File: src/rtl/demux_pkg.sv
package demux_pkg;
  typedef enum logic [2:0] {
    CYC_IDLE    = 3'd0,
    CYC_ODD_RD  = 3'd1,
    CYC_ODD_WR  = 3'd2,
    CYC_EVEN_RD = 3'd3,
    CYC_EVEN_WR = 3'd4
  } cyc_t;
endpackage

File: src/rtl/lane_flip.sv
module lane_flip #(
  parameter int W = 8
) (
  input  logic [W-1:0] din,
  output logic [W-1:0] dout
);
  for (genvar i = 0; i < W; i++) begin : g_bit
    assign dout[i] = din[W-1-i];
  end
endmodule

File: src/rtl/cycle_decode.sv
module cycle_decode
  import demux_pkg::*;
(
  input  logic card_sel_n,
  input  logic lane_odd,
  input  logic rd_dir,
  output cyc_t cyc
);
  always_comb begin
    if (card_sel_n)    cyc = CYC_IDLE;
    else if (lane_odd) cyc = rd_dir ? CYC_ODD_RD : CYC_ODD_WR;
    else               cyc = rd_dir ? CYC_EVEN_RD : CYC_EVEN_WR;
  end
endmodule

File: src/rtl/odd_hold_reg.sv
module odd_hold_reg #(
  parameter int W = 8
) (
  input  logic         clk,
  input  logic         rst_n,
  input  logic         cap_en,
  input  logic [W-1:0] din,
  output logic [W-1:0] q
);
  logic [W-1:0] q_d;

  always_comb begin
    q_d = q;
    if (cap_en) q_d = din;
  end

  always_ff @(posedge clk or negedge rst_n) begin
    if (!rst_n) q <= '0;
    else        q <= q_d;
  end
endmodule

File: src/rtl/lane_steer.sv
module lane_steer
  import demux_pkg::*;
#(
  parameter int BW = 8,
  localparam int WW = 2 * BW
) (
  input  cyc_t          cyc,
  input  logic          wr_n,
  input  logic [BW-1:0] live_w,
  input  logic [BW-1:0] hold_w,
  input  logic [BW-1:0] lo_b,
  input  logic [BW-1:0] hi_b,
  output logic [BW-1:0] byte_out,
  output logic          byte_oe,
  output logic [WW-1:0] word_out,
  output logic          word_oe,
  output logic          per_wr_n
);
  always_comb begin
    byte_out = '0;
    byte_oe  = 1'b0;
    word_out = '0;
    word_oe  = 1'b0;
    per_wr_n = 1'b1;
    unique case (cyc)
      CYC_ODD_RD: begin
        byte_oe  = 1'b1;
        byte_out = lo_b;
      end
      CYC_EVEN_RD: begin
        byte_oe  = 1'b1;
        byte_out = hi_b;
      end
      CYC_EVEN_WR: begin
        word_oe  = 1'b1;
        word_out = {live_w, hold_w};
        per_wr_n = wr_n;
      end
      default: ;
    endcase
  end
endmodule

File: src/rtl/bytelane_demux.sv
module bytelane_demux
  import demux_pkg::*;
#(
  parameter int BW = 8,
  localparam int WW = 2 * BW
) (
  input  logic          clk,
  input  logic          rst_n,
  input  logic          card_sel_n,
  input  logic          lane_odd,
  input  logic          rd_dir,
  input  logic          wr_n,
  input  logic [BW-1:0] byte_in,
  output logic [BW-1:0] byte_out,
  output logic          byte_oe,
  input  logic [WW-1:0] word_in,
  output logic [WW-1:0] word_out,
  output logic          word_oe,
  output logic          per_wr_n
);
  logic [1:0]    rst_sync;
  logic          rst_ok_n;
  cyc_t          cyc;
  logic          cap_en;
  logic [BW-1:0] live_w;
  logic [BW-1:0] hold_q;
  logic [BW-1:0] half_b [2];

  always_ff @(posedge clk or negedge rst_n) begin
    if (!rst_n) rst_sync <= 2'b00;
    else        rst_sync <= {rst_sync[0], 1'b1};
  end
  assign rst_ok_n = rst_sync[1];

  cycle_decode u_dec (
    .card_sel_n (card_sel_n),
    .lane_odd   (lane_odd),
    .rd_dir     (rd_dir),
    .cyc        (cyc)
  );

  assign cap_en = (cyc == CYC_ODD_WR) && !wr_n;

  lane_flip #(.W(BW)) u_flip_in (
    .din  (byte_in),
    .dout (live_w)
  );

  for (genvar h = 0; h < 2; h++) begin : g_half
    lane_flip #(.W(BW)) u_flip_half (
      .din  (word_in[h*BW +: BW]),
      .dout (half_b[h])
    );
  end

  odd_hold_reg #(.W(BW)) u_hold (
    .clk    (clk),
    .rst_n  (rst_ok_n),
    .cap_en (cap_en),
    .din    (live_w),
    .q      (hold_q)
  );

  lane_steer #(.BW(BW)) u_steer (
    .cyc      (cyc),
    .wr_n     (wr_n),
    .live_w   (live_w),
    .hold_w   (hold_q),
    .lo_b     (half_b[0]),
    .hi_b     (half_b[1]),
    .byte_out (byte_out),
    .byte_oe  (byte_oe),
    .word_out (word_out),
    .word_oe  (word_oe),
    .per_wr_n (per_wr_n)
  );
endmodule

File: config.mk
export PLATFORM = sky130hd
export DESIGN_NAME = bytelane_demux
export DESIGN_NICKNAME = d
export VERILOG_FILES = /design/src/rtl/demux_pkg.sv /design/src/rtl/lane_flip.sv /design/src/rtl/cycle_decode.sv /design/src/rtl/odd_hold_reg.sv /design/src/rtl/lane_steer.sv /design/src/rtl/bytelane_demux.sv
export SDC_FILE = /design/constraint.sdc
export NUM_CORES = 1
export LEC_CHECK = 0
export CAP_MARGIN = 20
export CORE_MARGIN = 2
export CORE_UTILIZATION = 23
export CTS_CLUSTER_SIZE = 16
export DETAILED_ROUTE_END_ITERATION = 6
export HOLD_SLACK_MARGIN = 0.06
export SLEW_MARGIN = 20
export SYNTH_ARGS = -nofsm -noshare
export SYNTH_HDL_FRONTEND = slang
export SYNTH_HIERARCHICAL = 1
export SYNTH_SLANG_ARGS = --single-unit
File: constraint.sdc
create_clock -name clk -period 2.1 [get_ports clk]
set_input_delay 0.42 -clock clk [delete_from_list [all_inputs] [get_ports clk]]
set_output_delay 0.42 -clock clk [all_outputs]
set_load 0.02 [all_outputs]
# Word-level counts from Yosys, hierarchy flattened
# Index checks and enable logic that the tools add are counted.
[totals]
ff_bits = 10
latchBits = 0
ram_bits = 0
rom_bits = 0
in_bits = 30
output_inout_bits = 27
wordCells = 18
n_memories = 0
[classes]
addsub = 0
multipliers = 0
div = 0
order_cmp = 0
n_eq_ne = 4
n_shift = 0
n_mux = 9
bitwise = 0
n_reduce_logical = 3
[op_table]
columns = ["cell", "count"]
rows = [
  ["$mux W16", 1],
  ["$pmux W8 S2", 1],
  ["$mux W3", 3],
  ["$eq A3 B2 Y1 const B", 2],
  ["$eq A3 B1 Y1 const B", 1],
  ["$eq A3 B3 Y1 const B", 1],
  ["$mux W1", 3],
  ["$mux W2", 1],
  ["$reduce_or A2 Y1", 1],
  ["$logic_and A1 B1 Y1", 1],
  ["$logic_not A1 Y1", 1],
]

# Longest topological paths before layout
[logic_depth]
ltp_word = 6
mapped_depth = 7

# Hierarchy
# The synthesis kept the hierarchy.
[by_module_without_submodules]
columns = ["mod", "n_inst", "cells_each", "area_per_inst_um2", "seq_area_each_um2"]
rows = [
  ["odd_hold_reg", 1, 17, 331.6, 200.2],
  ["lane_steer", 1, 39, 267.8, 0.0],
  ["lane_flip", 3, 8, 60.1, 0.0],
  ["bytelane_demux", 1, 4, 68.8, 50.0],
  ["cycle_decode", 1, 6, 38.8, 0.0],
]

# Worst setup path before layout
# Ideal clock, no wire load.
[synth_path]
kind = "input port to output port"
startpoint = "in lane_odd"
endpoint = "out word_out[10]"
t_arrival_ns = 1.714
required_ns = 1.680
path_slack_ns = -0.034
cell_stages = 7
path_buffers = 2
cell_sequence = "inv_1 > ha_1 > nor2b_1 > buf_6 > nor3b_4 > buf_4 > and2_1"
[synth_via]
elab_chain_len = 4
[synth_rtl]
columns = ["element", "line", "rtl"]
rows = [
  ["start: declaration", "bytelane_demux.sv:10", "input logic lane_odd,"],
  ["$mux W3", "cycle_decode.sv:11", "else if (lane_odd) cyc = rd_dir ? CYC_ODD_RD : CYC_ODD_WR;"],
  ["$mux W3", "cycle_decode.sv:10", "if (card_sel_n) cyc = CYC_IDLE;"],
  ["net cyc[1]", "bytelane_demux.sv:23", "cyc_t cyc;"],
  ["$eq A3 B3 Y1", "lane_steer.sv:25", "unique case (cyc)"],
  ["$mux W16", "lane_steer.sv:25", ""],
  ["end: declaration", "bytelane_demux.sv:17", "output logic [WW-1:0] word_out,"],
]
# The timed path passes the listed nets, and every way through them passes these cells.

# Worst setup path after layout
[layout_path]
startpoint = "in lane_odd"
endpoint = "out byte_out[0]"
[layout_via]
elab_chain_len = 4
word_cells_on_any_way = 5
classes_between = "eq/ne: 2; mux: 3"
[layout_rtl]
columns = ["element", "line", "rtl"]
rows = [
  ["$mux W3 (*)", "cycle_decode.sv:11", ""],
  ["$mux W3 (*)", "cycle_decode.sv:10", ""],
  ["net cyc[1]", "bytelane_demux.sv:23", ""],
  ["$eq A3 B2 Y1 or $eq A3 B1 Y1 (tied branches)", "lane_steer.sv:25", ""],
  ["$pmux W8 S2 (*)", "lane_steer.sv:25", ""],
  ["end: declaration", "bytelane_demux.sv:14", "output logic [BW-1:0] byte_out,"],
]
# Mark *: on every way through the listed nets, which the timed path passes. The rest lies on a longest branch.

==> out/results.txt <==
# diodes -> 0
worst hold slack -> 129 ps
post-synthesis cell type count -> 15
post-route minimum period -> 2040 ps
Layout Skew -> 4.41 ps
Critical Path Slowest Stage Cell -> ha_4
Initial Utilization -> 24.1%
Net Count, Synth -> 121
Via density -> 3.91
Top Usage Layer GRT -> met2
chip height -> 66.1 um
Syn Inst Count -> 90
initial antenna violation count -> 0
GRT met3 Usage -> 2.21%
Critical path buffers and inverters -> 4
CP max stage delay -> 250 ps
detailed placement HPWL -> 1510 um
I/O pin cnt -> 57
Switching Share -> 24.9%
Final WS setup -> 60.0 ps
wire length per cell -> 11.4 um
met1 Track Usage GR -> 11.1%
Port Buf Inserts -> 56
core region area -> 0.00369 mm2
leakage -> 0.679 nW
Slew Viols, Final -> 0
Max Root-Sink Buffers -> 2
total grt overflow -> 0
Crit Path Class -> in -> out
DRT antenna net count -> 0
outcome -> finished, final reports clean
adder-cell share of the synthesized area -> 1.41%
logic gate share of total power -> 33.4%
via count -> 692
start of the worst register-to-register path -> u_hold/q[4]
Cell Rows -> 22
Total Wirelength -> 2020 um
crit-path leading delay family -> buffers and inverters
critical-path maximum fanout -> 5
clk slew on worst S/H paths -> 50 ps
largest net degree at the start of global routing -> 10
complex-gate fraction of the synthesized area -> 0%
clock share of power -> 31.5%
Psw -> 188 uW
Setup crit end kind -> output pin
Worst Hold Class -> reg -> async
CTS Buf Count -> 3
die width -> 66.1 um
1st-iter DRT viols -> 8
register area share after synthesis -> 28.2%
cell depth of the worst flop-to-flop path -> 1
Critical Path RT -> 1680 ps
# setup viols final -> 0
nets -> 161
Sequential Power Share -> 35.1%
post-synthesis simple-gate area fraction -> 22.0%
htree depth -> 1
global-route met2 utilization -> 18.4%
root buf cell -> clkbuf_8
largest family of logic cells by synthesized area -> buffers and inverters
Ys Warns -> 6
final worst-path cycle share -> 97.1%
DRC errors left -> 0
mux cell area share after synthesis -> 22.6%
FF+latch count, synth -> 10
first drt pass iteration count -> 2
fraction of layout cells with a size suffix above 1 -> 56.6%
Final Wtd Congestion -> 0.656
CTS tree -> yes
Max-Cap Viols -> 0
Die Area -> 0.00437 mm2
worst r2r dst -> u_hold/q[4]
worst skew pair latency -> 230 ps
clk sinks -> 10
Pint -> 569 uW
RSZ-0062 raised after global routing -> no
Synth Area per Inst -> 9.86 um2
Total GRT Usage -> 9.92%
startpoint type of the worst setup path -> input port
Place WS -> -853 ps
WP data arrival -> 1620 ps
Reg2Reg Setup Slack -> 1340 ps
Syn-to-layout area delta -> 63.5%
post-synthesis xor/xnor area fraction -> 0%
final hold violation count -> 0
fmax -> 0.490 GHz
first-pass GRT wire length -> 3370 um
crit path cell chain -> buf_2, inv_2, ha_4, nor2b_4, buf_6, mux2i_1, nor2_1, clkdlybuf4s15_2
VDD IR max -> 0.221 mV
vias in the first global route -> 722
power per cell area -> 522 mW/mm2
post-synthesis cell area -> 887 um2
[power groups by stage]
stage               registers [mW]  logic (mW)  clock network, mW
floorplan                    0.256       0.170                  0
global placement             0.262       0.239                  0
detailed placement           0.265       0.241                  0
CTS                          0.265       0.262              0.241
global route                 0.275       0.273              0.253
finish                       0.266       0.253              0.239
[kinds of logic (layout without fill, tap and decap cells)]
kind of cell | count (synthesis) | in the layout
multiplexers | 16 | 16
flip-flops | 10 | 10
other | 1 | 1
AND/OR/NAND/NOR | 31 | 31
buffers and inverters | 31 | 70
adder cells (fa/ha/maj) | 1 | 1
[stage by stage]
| step | cells | TNS [ps] | power, mW | util, % | instance area (um2) |
|---|---|---|---|---|---|
| finish | 177 | 0 | 0.758 | 39.3 | 1450 |
| global route | 177 | 0 | 0.802 | 39.3 | 1450 |
| CTS | 179 | 0 | 0.768 | 40.9 | 1510 |
| detailed placement | 170 | -25610 | 0.506 | 36.5 | 1350 |
| global placement | 170 | -25300 | 0.501 | 36.5 | 1350 |
| floorplan | 90 | 0 | 0.426 | - | 898 |
[final cells by class]
cell class              count  area (um2)
repair buffers             63         594
fillers                   380        2240
multi-input cells          49         479
clock buffers               4        55.1
well taps                  48        60.1
inverters                   3        11.3
flip-flops and latches     10         250
[cell usage after synthesis]
cell type | count | share of area, %
and2_1 | 16 | 11
dfrtp_1 | 10 | 28
conb_1 | 1 | 0.42
nor2_1 | 8 | 3.4
nand2b_1 | 2 | 1.4
buf_4 | 25 | 21
inv_1 | 3 | 1.3
mux2i_1 | 8 | 9.0
nor2b_1 | 3 | 2.1
mux2_4 | 8 | 14
nor3b_4 | 1 | 2.1
nor4b_2 | 1 | 1.7
clkbuf_1 | 1 | 0.42
buf_6 | 2 | 2.5
ha_1 | 1 | 1.4
[cells in the final DEF, fill, tap and decap left out, types with 2 or more instances in the layout]
cell type	netlist	final
clkdlybuf4s50_1	0	26
buf_6	2	21
and2_4	0	12
buf_2	0	10
dfrtp_1	10	10
mux2_4	8	8
mux2i_1	8	8
nor2_1	8	8
clkbuf_8	0	4
and2_2	0	4
buf_4	25	3
inv_2	0	2
nor2b_4	0	2
[routing by layer]
metal / routed length (um) / vias to the layer above
met4: 15 / 0
met2: 1030 / 46
met1: 770 / 307
met3: 203 / 2
li1: - / 337
met5: 0 / -
[sequential cells by signal, indices dropped and copies added (netlist names)]
name      cells
u_hold/q      8
rst_sync      2
[worst max-delay path by stage]
stage | from | end | depth (start not counted)
after floorplan | lane_odd | word_out[10] | 7
after global placement | rd_dir | word_out[7] | 8
after detailed placement | rd_dir | word_out[14] | 8
after CTS | rd_dir | word_out[14] | 9
after global routing | lane_odd | per_wr_n | 9
final | lane_odd | byte_out[0] | 8
[what timing repair did]
action / 4_1_cts / 5_1_grt
pin swaps: 3 / 1
cloned: 2 / 0
resized for setup: 153 / 21
buffers inserted: 3 / 0
setup endpoints to repair: 35 / 24
hold endpoints to repair: 0 / 0
hold buffers: 0 / 0
Note: power is estimated with default switching activity, not from simulation.
